## config.mk

```make
export PLATFORM = sky130hd
export DESIGN_NAME = cfg_logic_cell
export DESIGN_NICKNAME = d
export VERILOG_FILES = /design/src/rtl/clc_pkg.sv /design/src/rtl/clc_lut.sv /design/src/rtl/clc_cfg_chain.sv /design/src/rtl/clc_out_stage.sv /design/src/rtl/cfg_logic_cell.sv
export SDC_FILE = /design/constraint.sdc
export NUM_CORES = 1
export LEC_CHECK = 0
export ABC_AREA = 0
export ABC_CLOCK_PERIOD_IN_PS = 2900
export BUFFER_PORTS_ARGS = -buffer_cell sky130_fd_sc_hd__clkbuf_2
export CAP_MARGIN = 20
export CORE_MARGIN = 2
export CORE_UTILIZATION = 46
export DETAILED_ROUTE_END_ITERATION = 8
export GPL_ROUTABILITY_DRIVEN = 1
export PLACE_DENSITY = 0.71
export SYNTH_ARGS = -nofsm -noshare
export SYNTH_HDL_FRONTEND = slang
export SYNTH_SLANG_ARGS = --single-unit
```

## constraint.sdc

```tcl
create_clock -name clk -period 2.9 [get_ports clk]
set_clock_uncertainty 0.2 [all_clocks]
set_input_delay 0.29 -clock clk [delete_from_list [all_inputs] [get_ports clk]]
set_output_delay 0.29 -clock clk [all_outputs]
set_load 0.01 [all_outputs]
```

## src/rtl/clc_pkg.sv

```systemverilog
package clc_pkg;

   // Output source encoding
   typedef enum logic [1:0] {
      SRC_A   = 2'd0,
      SRC_B   = 2'd1,
      SRC_MIX = 2'd2,
      SRC_OFF = 2'd3
   } src_e;

   // Per-output selection field, shifted in as {source, registered}
   typedef struct packed {
      src_e src;
      logic use_ff;
   } osel_t;

   localparam int OSEL_W = $bits(osel_t);
   localparam int MIX_K  = 3;

endpackage

```

## src/rtl/clc_lut.sv

```systemverilog
module clc_lut #(
   parameter int K = 4,
   localparam int DEPTH = 1 << K
) (
   input  logic [DEPTH-1:0] table_bits,
   input  logic [K-1:0]     idx,
   output logic             y
);

   if (K < 1 || K > 8) begin : g_bad_k
      $error("clc_lut: K must be between 1 and 8");
   end

   always_comb begin
      y = table_bits[idx];
   end

endmodule

```

## src/rtl/clc_cfg_chain.sv

```systemverilog
module clc_cfg_chain #(
   parameter int W = 46
) (
   input  logic         clk,
   input  logic         rst,
   input  logic         load_en,
   input  logic         load_bit,
   input  logic         load_done,
   output logic [W-1:0] cfg,
   output logic         ready
);

   if (W < 2) begin : g_bad_w
      $error("clc_cfg_chain: W must be at least 2");
   end

   always_ff @(posedge clk) begin
      if (rst) begin
         cfg <= '0;
      end else if (load_en) begin
         cfg <= {cfg[W-2:0], load_bit};
      end
   end

   always_ff @(posedge clk) begin
      if (rst) begin
         ready <= 1'b0;
      end else if (load_en) begin
         ready <= 1'b0;
      end else if (load_done) begin
         ready <= 1'b1;
      end
   end

   AST_LOAD_CLEARS_READY: assert property (@(posedge clk) disable iff (rst)
      load_en |=> !ready);
   AST_DONE_SETS_READY: assert property (@(posedge clk) disable iff (rst)
      (load_done && !load_en) |=> ready);
   AST_CFG_FROZEN: assert property (@(posedge clk) disable iff (rst)
      !load_en |=> $stable(cfg));
   AST_SHIFT_ENTRY: assert property (@(posedge clk) disable iff (rst)
      load_en |=> (cfg[0] == $past(load_bit)));

endmodule

```

## src/rtl/clc_out_stage.sv

```systemverilog
module clc_out_stage
   import clc_pkg::*;
(
   input  logic  clk,
   input  logic  rst,
   input  logic  clk_en,
   input  logic  ready,
   input  osel_t sel,
   input  logic  res_a,
   input  logic  res_b,
   input  logic  res_mix,
   output logic  y
);

   logic pick;
   logic ff_q;

   always_comb begin
      unique case (sel.src)
         SRC_A:   pick = res_a;
         SRC_B:   pick = res_b;
         SRC_MIX: pick = res_mix;
         default: pick = 1'b0;
      endcase
   end

   always_ff @(posedge clk) begin
      if (rst) begin
         ff_q <= 1'b0;
      end else if (clk_en) begin
         ff_q <= pick;
      end
   end

   always_comb begin
      y = ready & (sel.use_ff ? ff_q : pick);
   end

   AST_FF_HOLD: assert property (@(posedge clk) disable iff (rst)
      !clk_en |=> $stable(ff_q));
   AST_FF_CAPTURE: assert property (@(posedge clk) disable iff (rst)
      clk_en |=> (ff_q == $past(pick)));
   AST_GATED_ZERO: assert property (@(posedge clk) disable iff (rst)
      !ready |-> !y);
   AST_OFF_ZERO: assert property (@(posedge clk) disable iff (rst)
      (sel.src == SRC_OFF && !sel.use_ff) |-> !y);

endmodule

```

## src/rtl/cfg_logic_cell.sv

```systemverilog
module cfg_logic_cell
   import clc_pkg::*;
#(
   parameter int K       = 4,
   parameter int NUM_OUT = 2
) (
   input  logic               clk,
   input  logic               rst,
   input  logic               load_en,
   input  logic               load_bit,
   input  logic               load_done,
   input  logic               clk_en,
   input  logic [K-1:0]       a_in,
   input  logic [K-1:0]       b_in,
   input  logic               x_in,
   output logic [NUM_OUT-1:0] cell_out
);

   localparam int LUT_D  = 1 << K;
   localparam int MIX_D  = 1 << MIX_K;
   localparam int SEL_W  = NUM_OUT * OSEL_W;
   localparam int CFG_W  = 2 * LUT_D + MIX_D + SEL_W;
   localparam int A_LO   = LUT_D + MIX_D + SEL_W;
   localparam int B_LO   = MIX_D + SEL_W;
   localparam int MIX_LO = SEL_W;

   if (NUM_OUT < 1 || NUM_OUT > 8) begin : g_bad_out
      $error("cfg_logic_cell: NUM_OUT must be between 1 and 8");
   end

   logic [CFG_W-1:0] cfg;
   logic             ready;
   logic             res_a;
   logic             res_b;
   logic             res_mix;
   logic [MIX_K-1:0] mix_idx;

   clc_cfg_chain #(.W(CFG_W)) u_chain (
      .clk       (clk),
      .rst       (rst),
      .load_en   (load_en),
      .load_bit  (load_bit),
      .load_done (load_done),
      .cfg       (cfg),
      .ready     (ready)
   );

   clc_lut #(.K(K)) u_lut_a (
      .table_bits (cfg[A_LO +: LUT_D]),
      .idx        (a_in),
      .y          (res_a)
   );

   clc_lut #(.K(K)) u_lut_b (
      .table_bits (cfg[B_LO +: LUT_D]),
      .idx        (b_in),
      .y          (res_b)
   );

   always_comb begin
      mix_idx = {x_in, res_b, res_a};
   end

   clc_lut #(.K(MIX_K)) u_lut_mix (
      .table_bits (cfg[MIX_LO +: MIX_D]),
      .idx        (mix_idx),
      .y          (res_mix)
   );

   for (genvar o = 0; o < NUM_OUT; o++) begin : g_out
      osel_t sel_o;
      always_comb begin
         sel_o = osel_t'(cfg[(NUM_OUT-1-o)*OSEL_W +: OSEL_W]);
      end
      clc_out_stage u_stage (
         .clk     (clk),
         .rst     (rst),
         .clk_en  (clk_en),
         .ready   (ready),
         .sel     (sel_o),
         .res_a   (res_a),
         .res_b   (res_b),
         .res_mix (res_mix),
         .y       (cell_out[o])
      );
   end

   AST_NOT_READY_QUIET: assert property (@(posedge clk) disable iff (rst)
      !ready |-> (cell_out == '0));

endmodule

```

==> impl_metrics.csv, run 1 <==
group,metric,value,unit
outcome,run_status,"finished clean",
layout,final_nets,256,
synthesis,synth_sequential_area_ratio,42.08,%
clocking,cts.clk_slew.worst_paths,80,ps
synthesis,post_synth_mux_area_share,27.54,%
layout,areaGrowthSynthToFinish,9.715,%
die,pin_count,17,
drt,wl_per_cell,13.42,um
drt,antenna_left,0,
global_routing,number_of_antenna_violations_at_the_first_check_in_global_routing,0,
placement,gp_congestion,0.7620,
clocking,tritoncts_buffer_count,5,
critical_path,reg2reg_slack,420,ps
global_routing,grt_util_met1,21.68,%
layout,diodes,0,
critical_path,crit_path_end_kind,"output pin",
sta,final-setup-viol-count,0,
critical_path,critPathMaxFanout,5,
global_routing,use_met2,25.15,%
critical_path,start_kind,"flop",
die,area_of_the_core_region,0.004817,mm^2
critical_path,timing.critical_path.buf_inv,1,
placement,port_buffers,16,
drt,drt_pre_antenna_iters,4,
critical_path,cpLargestDelayFamily,"compound AO/OA/AOI/OAI gates",
global_routing,first_global_vias,1492,
pwr,power.density_cell_area,458.9,mW/mm^2
sta,slew_headroom,34.26,%
die,site_rows,25,
clocking,cts_tree,"done",
drt,first_iter_violations,62,
synthesis,dominant_combinational_cell_family_by_area_after_synthesis,"multiplexers",
synthesis,synth_adder_area_share,0,%
layout,final_util,53.09,%
die,dieWidth,75.19,um
sta,post-route-period-util,99.50,%
clocking,clock_tree.root_cell,"sky130_fd_sc_hd__clkbuf_8",
synthesis,most_frequent_cell_after_synthesis,"sky130_fd_sc_hd__nor2_1",
critical_path,rr_endpoint,"g_out[0].u_stage.ff_q",
synthesis,synth_top_cells_by_count,"sky130_fd_sc_hd__nor2_1 (54), sky130_fd_sc_hd__mux2i_1 (51), sky130_fd_sc_hd__dfxtp_1 (49)",
clocking,cts-root-to-sink-buffers,2,
sta,final_hold_viol_count,0,
global_routing,met3_usage,4.016,%
critical_path,worstRegToRegCells,8,
synthesis,synth_largest_area_cell,"sky130_fd_sc_hd__dfxtp_1",
synthesis,number_of_synthesis_warnings,0,
global_routing,gr-max-usage-layer,"met2",
global_routing,grt_max_degree,50,
critical_path,rr_startpoint,"u_chain.cfg[44]",
synthesis,area_share_of_the_leading_cell_type_in_the_synthesized_netlist,42.08,%
pwr,p_leak,0.001069,uW
synthesis,synth-main-ff-cell,"sky130_fd_sc_hd__dfxtp_1",
critical_path,timing.critical_path.arrival,2400,ps
sta,grt_setup_unrepaired,"true",
global_routing,grt_overflow,0,
synthesis,synth_compound_gate_area_share,7.783,%
global_routing,grt_first_pass_wirelength,6962,um
placement,hpwlAfterDp,2758,um
synthesis,synth-edff-count,0,
drt,post_dr_vias_cell,5.243,
clocking,cts.sinks,49,
hold_path,end_point_of_the_worst_hold_path,"u_chain.ready",
die,starting_density_of_the_core,48.39,%
sta,finalWorstPathRequiredPeriod,2885,ps
critical_path,crit_slowest_cell,"sky130_fd_sc_hd__or4b_4",
hold_path,worst_min_delay_path_category,"input pin to flop",
critical_path,criticalPathCategory,"flop to output pin",
pwr,ir_worst_vdd,0.3049,mV
global_routing,globalRouteTotalUtil,16.18,%
placement,dpl-instance-area,0.002434,mm^2
sta,tightestPinTransition,986.1,ps
die,floorplan.die.height,75.19,um
layout,finish.instance_area,0.002557,mm^2
synthesis,post_synth_and_or_nand_nor_area_fraction,17.71,%
synthesis,synth.distinct_cells,39,
synthesis,synth.ff_latch_count,49,
synthesis,synth_fp_nets,245,
layout,drive_gt1_share,23.14,%
synthesis,yosys-top-cells-area,"sky130_fd_sc_hd__dfxtp_1 (42%), sky130_fd_sc_hd__mux2i_1 (22%), sky130_fd_sc_hd__nor2_1 (8.7%)",
critical_path,critPathMaxStageDelay,510,ps
synthesis,syn_avg_cell_area,10.13,um^2
clocking,h-tree-depth,2,
synthesis,synth_cells,230,
drt,dr_total_vias,1620,
clocking,worstSkewPairLatency,300,ps
drt,route.final.wire_length,4147,um
critical_path,critical_path_required,2410,ps
synthesis,post_synthesis_async_set_or_reset_flop_share,0,%
sta,slew_viol_final,0,
hold_path,timing.hold.worst_path_depth,3,
synthesis,synthXorXnorAreaFrac,0,%
drt,remaining_drc_errors,0,
sta,fmax,0.3466,GHz
flow_run,cap_viol_max_count,0,
synthesis,mappedNetlistArea,0.002331,mm^2
critical_path,worstPathCellList,"mux2i_1 -> a32o_2 -> or4b_4 -> and2_4 -> o2111ai_4 -> o2111ai_2 -> a31oi_1 -> buf_2",
die,die_footprint,0.005653,mm^2
hold_path,worstHoldStart,"load_done",
layout by cell type (no fill, tap or decap), types with 2 or more instances in the layout:
cell type,n
sky130_fd_sc_hd__dfxtp_1,44
sky130_fd_sc_hd__nand2b_1,3
sky130_fd_sc_hd__mux2_4,2
sky130_fd_sc_hd__inv_1,4
sky130_fd_sc_hd__clkbuf_8,5
sky130_fd_sc_hd__nor3_1,5
sky130_fd_sc_hd__clkinv_2,2
sky130_fd_sc_hd__buf_2,2
sky130_fd_sc_hd__nand3_1,3
sky130_fd_sc_hd__o2111ai_2,2
sky130_fd_sc_hd__clkbuf_2,14
sky130_fd_sc_hd__a31oi_1,2
sky130_fd_sc_hd__nand2_1,5
sky130_fd_sc_hd__nor3b_2,2
sky130_fd_sc_hd__a2bb2oi_1,2
sky130_fd_sc_hd__and2b_2,2
sky130_fd_sc_hd__o21ai_0,2
sky130_fd_sc_hd__and2b_4,2
sky130_fd_sc_hd__mux2i_1,50
sky130_fd_sc_hd__a311oi_1,2
sky130_fd_sc_hd__dfxtp_2,5
sky130_fd_sc_hd__nor4_1,4
sky130_fd_sc_hd__nor2_1,54
sky130_fd_sc_hd__a211oi_1,2
sky130_fd_sc_hd__mux4_2,4
repair_timing:
| item | 4_1_cts | 5_1_grt |
|---|---|---|
| hold buffers | 0 | 0 |
| endpoints found under the setup margin | 2 | 2 |
| pin swaps | 5 | 1 |
| gates resized for setup | 8 | 3 |
| setup buffers | 1 | 0 |
logic make-up (layout without fill, tap and decap cells):
logic type	count (synthesis)	after routing
AOI/OAI and AO/OA	20	20
buffers and inverters	19	31
DFF	49	49
muxes	58	58
and+or+nand+nor	84	84
stage by stage:
| stage | setup slack, ps | hold slack, ps | TNS [ps] | total power [uW] | instances |
|---|---|---|---|---|---|
| after floorplan | 301.5 | 196.5 | 0 | 776.4 | 230 |
| after global placement | 85.56 | 272.1 | 0 | 799.8 | 300 |
| after detailed placement | 65.99 | 276.9 | 0 | 802.1 | 300 |
| after CTS | 0.1201 | 18.15 | 0 | 1187 | 309 |
| after global routing | -112.4 | 34.84 | -224.4 | 1222 | 309 |
| final | 14.54 | 38.87 | 0 | 1174 | 309 |
report_power, final:
| part | leakage, uW | total [uW] | internal [uW] | switching, uW |
|---|---|---|---|---|
| clock | 0.0000450 | 385 | 167 | 218 |
| sequential | 0.000398 | 680 | 676 | 3.37 |
| combinational | 0.000626 | 108 | 45.8 | 62.7 |
worst max-delay path by stage:
| stage | startpoint | endpoint | depth (start not counted) |
|---|---|---|---|
| 3_3_place_gp | a_in[0] | cell_out[0] | 9 |
| 4_1_cts | u_chain.cfg[37] | cell_out[0] | 8 |
| 5_1_grt | u_chain.cfg[44] | cell_out[1] | 8 |
| 3_5_place_dp | a_in[0] | cell_out[0] | 9 |
| 2_1_floorplan | a_in[2] | cell_out[1] | 9 |
| 6_report | u_chain.cfg[44] | cell_out[0] | 8 |
routing by layer:
metal,up-vias,part of all wire (%)
met1,768,50
met3,7,2.6
li1,833,-
met5,-,0
met2,12,46
met4,0,1.6
worst register-to-register path: stages (launching register included):
cell and delay, ps:
sky130_fd_sc_hd__dfxtp_2 350, sky130_fd_sc_hd__mux2i_1 60, sky130_fd_sc_hd__a32o_2 280, sky130_fd_sc_hd__or4b_4 510, sky130_fd_sc_hd__and2_4 210, sky130_fd_sc_hd__o2111ai_4 210
sky130_fd_sc_hd__o2111ai_2 160, sky130_fd_sc_hd__buf_4 160, sky130_fd_sc_hd__a311oi_1 240
state kept, by name (all words and copies together) (netlist names):
register            count
u_chain.ready           1
u_chain.cfg            46
g_out.u_stage.ff_q      2
layout make-up:
| type | count | area (um^2) |
|---|---|---|
| timing repair buffer | 18 | 107.6 |
| clock inverter | 2 | 10.01 |
| fill | 476 | 2260 |
| clock buffer | 6 | 72.57 |
| sequential | 49 | 987.2 |
| inverter | 5 | 32.53 |
| tap | 67 | 83.83 |
| multi-input combinational | 162 | 1264 |
No activity file was read; power rests on OpenSTA's default activity.
==> run 2, diff against run 1 <==
--- a/config.mk
+++ b/config.mk
@@ -6,14 +6,15 @@
 export NUM_CORES = 1
 export LEC_CHECK = 0
 export ABC_AREA = 0
-export ABC_CLOCK_PERIOD_IN_PS = 2900
+export ABC_CLOCK_PERIOD_IN_PS = 3050
 export BUFFER_PORTS_ARGS = -buffer_cell sky130_fd_sc_hd__clkbuf_2
 export CAP_MARGIN = 20
 export CORE_MARGIN = 2
 export CORE_UTILIZATION = 46
 export DETAILED_ROUTE_END_ITERATION = 8
-export GPL_ROUTABILITY_DRIVEN = 1
+export GPL_ROUTABILITY_DRIVEN = 0
 export PLACE_DENSITY = 0.71
+export REMOVE_ABC_BUFFERS = 1
 export SYNTH_ARGS = -nofsm -noshare
 export SYNTH_HDL_FRONTEND = slang
 export SYNTH_SLANG_ARGS = --single-unit
==> constraint.sdc (replaced) <==
create_clock -name clk -period 3.05 [get_ports clk]
set_clock_uncertainty 0.2 [all_clocks]
set_input_delay 0.305 -clock clk [delete_from_list [all_inputs] [get_ports clk]]
set_output_delay 0.305 -clock clk [all_outputs]
set_load 0.01 [all_outputs]
==> impl_metrics.csv, run 2 (synthesis gave the netlist of run 1 again) <==
group,metric,value,unit
pwr,p_seq_share,57.6,%
sta,finalWorstPathRequiredPeriod,2987,ps
layout,count_of_filler_cells_inserted_in_the_layout,448,
drt,remaining_drc_errors,0,
clocking,cts_tree,"done",
layout,diodes,0,
global_routing,first_global_vias,1505,
die,dieWidth,75.19,um
outcome,run_status,"finished clean",
clocking,number_of_hold_buffers_added_after_cts,0,
clocking,cts.clk_slew.worst_paths,90,ps
critical_path,critPathMaxFanout,5,
clocking,cts.sinks,49,
drt,post_dr_vias_cell,5.162,
sta,final-setup-viol-count,0,
flow_run,cap_viol_max_count,0,
drt,dr_total_vias,1590,
clocking,clock_tree.root_cell,"sky130_fd_sc_hd__clkbuf_8",
clocking,post_cts.repair.setup_buffers,0,
clocking,cts-root-to-sink-buffers,2,
critical_path,critical_path_required,2540,ps
drt,antenna_left,0,
global_routing,number_of_antenna_violations_at_the_first_check_in_global_routing,0,
layout,final_util,52.86,%
placement,dpl.cell_count,300,
layout,seqCellArea,983.4,um^2
die,starting_density_of_the_core,48.39,%
layout,drive_gt1_share,21.58,%
pwr,p_comb_share,9.1,%
sta,post-route-period-util,97.92,%
pwr,power.share.switching,24.68,%
critical_path,start_kind,"flop",
layout,most_frequent_cells_in_the_layout,"sky130_fd_sc_hd__nor2_1 (54), sky130_fd_sc_hd__mux2i_1 (51), sky130_fd_sc_hd__dfxtp_1 (47)",
die,die_footprint,0.005653,mm^2
clocking,cts-resized-gates,0,
hold_path,worst_min_delay_path_category,"input pin to flop",
pwr,power.density_cell_area,440.7,mW/mm^2
global_routing,grt_max_degree,50,
die,floorplan.die.height,75.19,um
layout,registers.top_by_ff_count,"u_chain.cfg",
layout,most_common_cell_after_layout_fill_and_taps_aside,"sky130_fd_sc_hd__nor2_1",
global_routing,grt_overflow,0,
die,site_rows,25,
pwr,p_int,845.2,uW
die,area_of_the_core_region,0.004817,mm^2
clocking,h-tree-depth,2,
placement,port_buffers,16,
critical_path,timing.critical_path.arrival,2480,ps
layout,regs_by_ff_count,"u_chain.cfg x46, g_out.u_stage.ff_q x2, u_chain.ready x1",
critical_path,criticalPathCategory,"flop to output pin",
sta,final_hold_viol_count,0,
die,pin_count,17,
sta,tightestPinTransition,971.3,ps
clocking,tritoncts_buffer_count,5,
global_routing,grt_first_pass_wirelength,6824,um
clocking,worstSkewPairLatency,300,ps
layout,final_nets,255,
critical_path,crit_path_end_kind,"output pin",
sta,fmax,0.3348,GHz
pwr,p_switching,277.0,uW
layout,final_cells,308,
pwr,ir_worst_vdd,0.3230,mV
sta,slew_headroom,35.25,%
drt,route.final.wire_length,4027,um
placement,hpwlAfterDp,2758,um
layout,largest_register_ff_count,46,
global_routing,globalRouteTotalUtil,15.70,%
pwr,share_clk_of_total_power,33.3,%
layout,areaGrowthSynthToFinish,9.232,%
drt,first_iter_violations,82,
drt,wl_per_cell,13.07,um
layout,multiInputGateArea,0.001260,mm^2
sta,slew_viol_final,0,
pwr,p_leak,0.001063,uW
drt,drt_pre_antenna_iters,5,
-- run 2: worst max-delay path: stages (launching register included) --
cell and delay, ps:
sky130_fd_sc_hd__dfxtp_1 360, sky130_fd_sc_hd__mux2i_1 80, sky130_fd_sc_hd__a32o_1 290, sky130_fd_sc_hd__or4_4 520, sky130_fd_sc_hd__and2_4 210, sky130_fd_sc_hd__o2111ai_4 210, sky130_fd_sc_hd__o2111ai_2 160, sky130_fd_sc_hd__a31oi_1 190
sky130_fd_sc_hd__clkbuf_2 150
-- run 2: layout make-up --
cell class	instances	share of cell area, %
multi-input cells	162	49.48
inverters	5	1.278
clock inverters	3	0.6880
flip-flops and latches	49	38.62
repair buffers	17	3.931
well taps	67	3.292
clock buffers	5	2.703
-- run 2: through the flow --
step	setup slack [ps]	hold WS, ps	area [um^2]	TNS, ps	total power (uW)
floorplan	567.1	177.1	2250	0	709.9
global placement	242.2	271.7	2434	0	760.0
detailed placement	222.1	279.8	2434	0	761.4
CTS	85.33	34.43	2520	0	1131
global route	-28.76	41.21	2546	-41.09	1163
finish	63.48	35.84	2546	0	1122
-- run 2: power groups by stage --
stage	clock (uW)	combinational, uW	sequential [uW]
global route	404	112	647
global placement	0	98.8	661
CTS	384	100	646
finish	373	103	646
floorplan	0	49.3	661
detailed placement	0	99.9	661
-- run 2: layer usage --
layer	vias to the layer above	routed length (um)	track usage, %
met2	15	1875	26.22
li1	830	-	-
met5	-	0	0
met1	737	1983	20.12
met3	8	90	3.347
met4	0	78	5.653
-- run 2: path summary, 6_finish.rpt --
path	start	endpoint	slack, ps	cells past startpoint
setup / recovery	u_chain.cfg[36]	cell_out[0]	60	8
hold / removal	clk_en	g_out[0].u_stage.ff_q	40	2
setup reg to reg	u_chain.cfg[36]	g_out[1].u_stage.ff_q	610	7
hold reg to reg	g_out[0].u_stage.ff_q	g_out[0].u_stage.ff_q	290	2
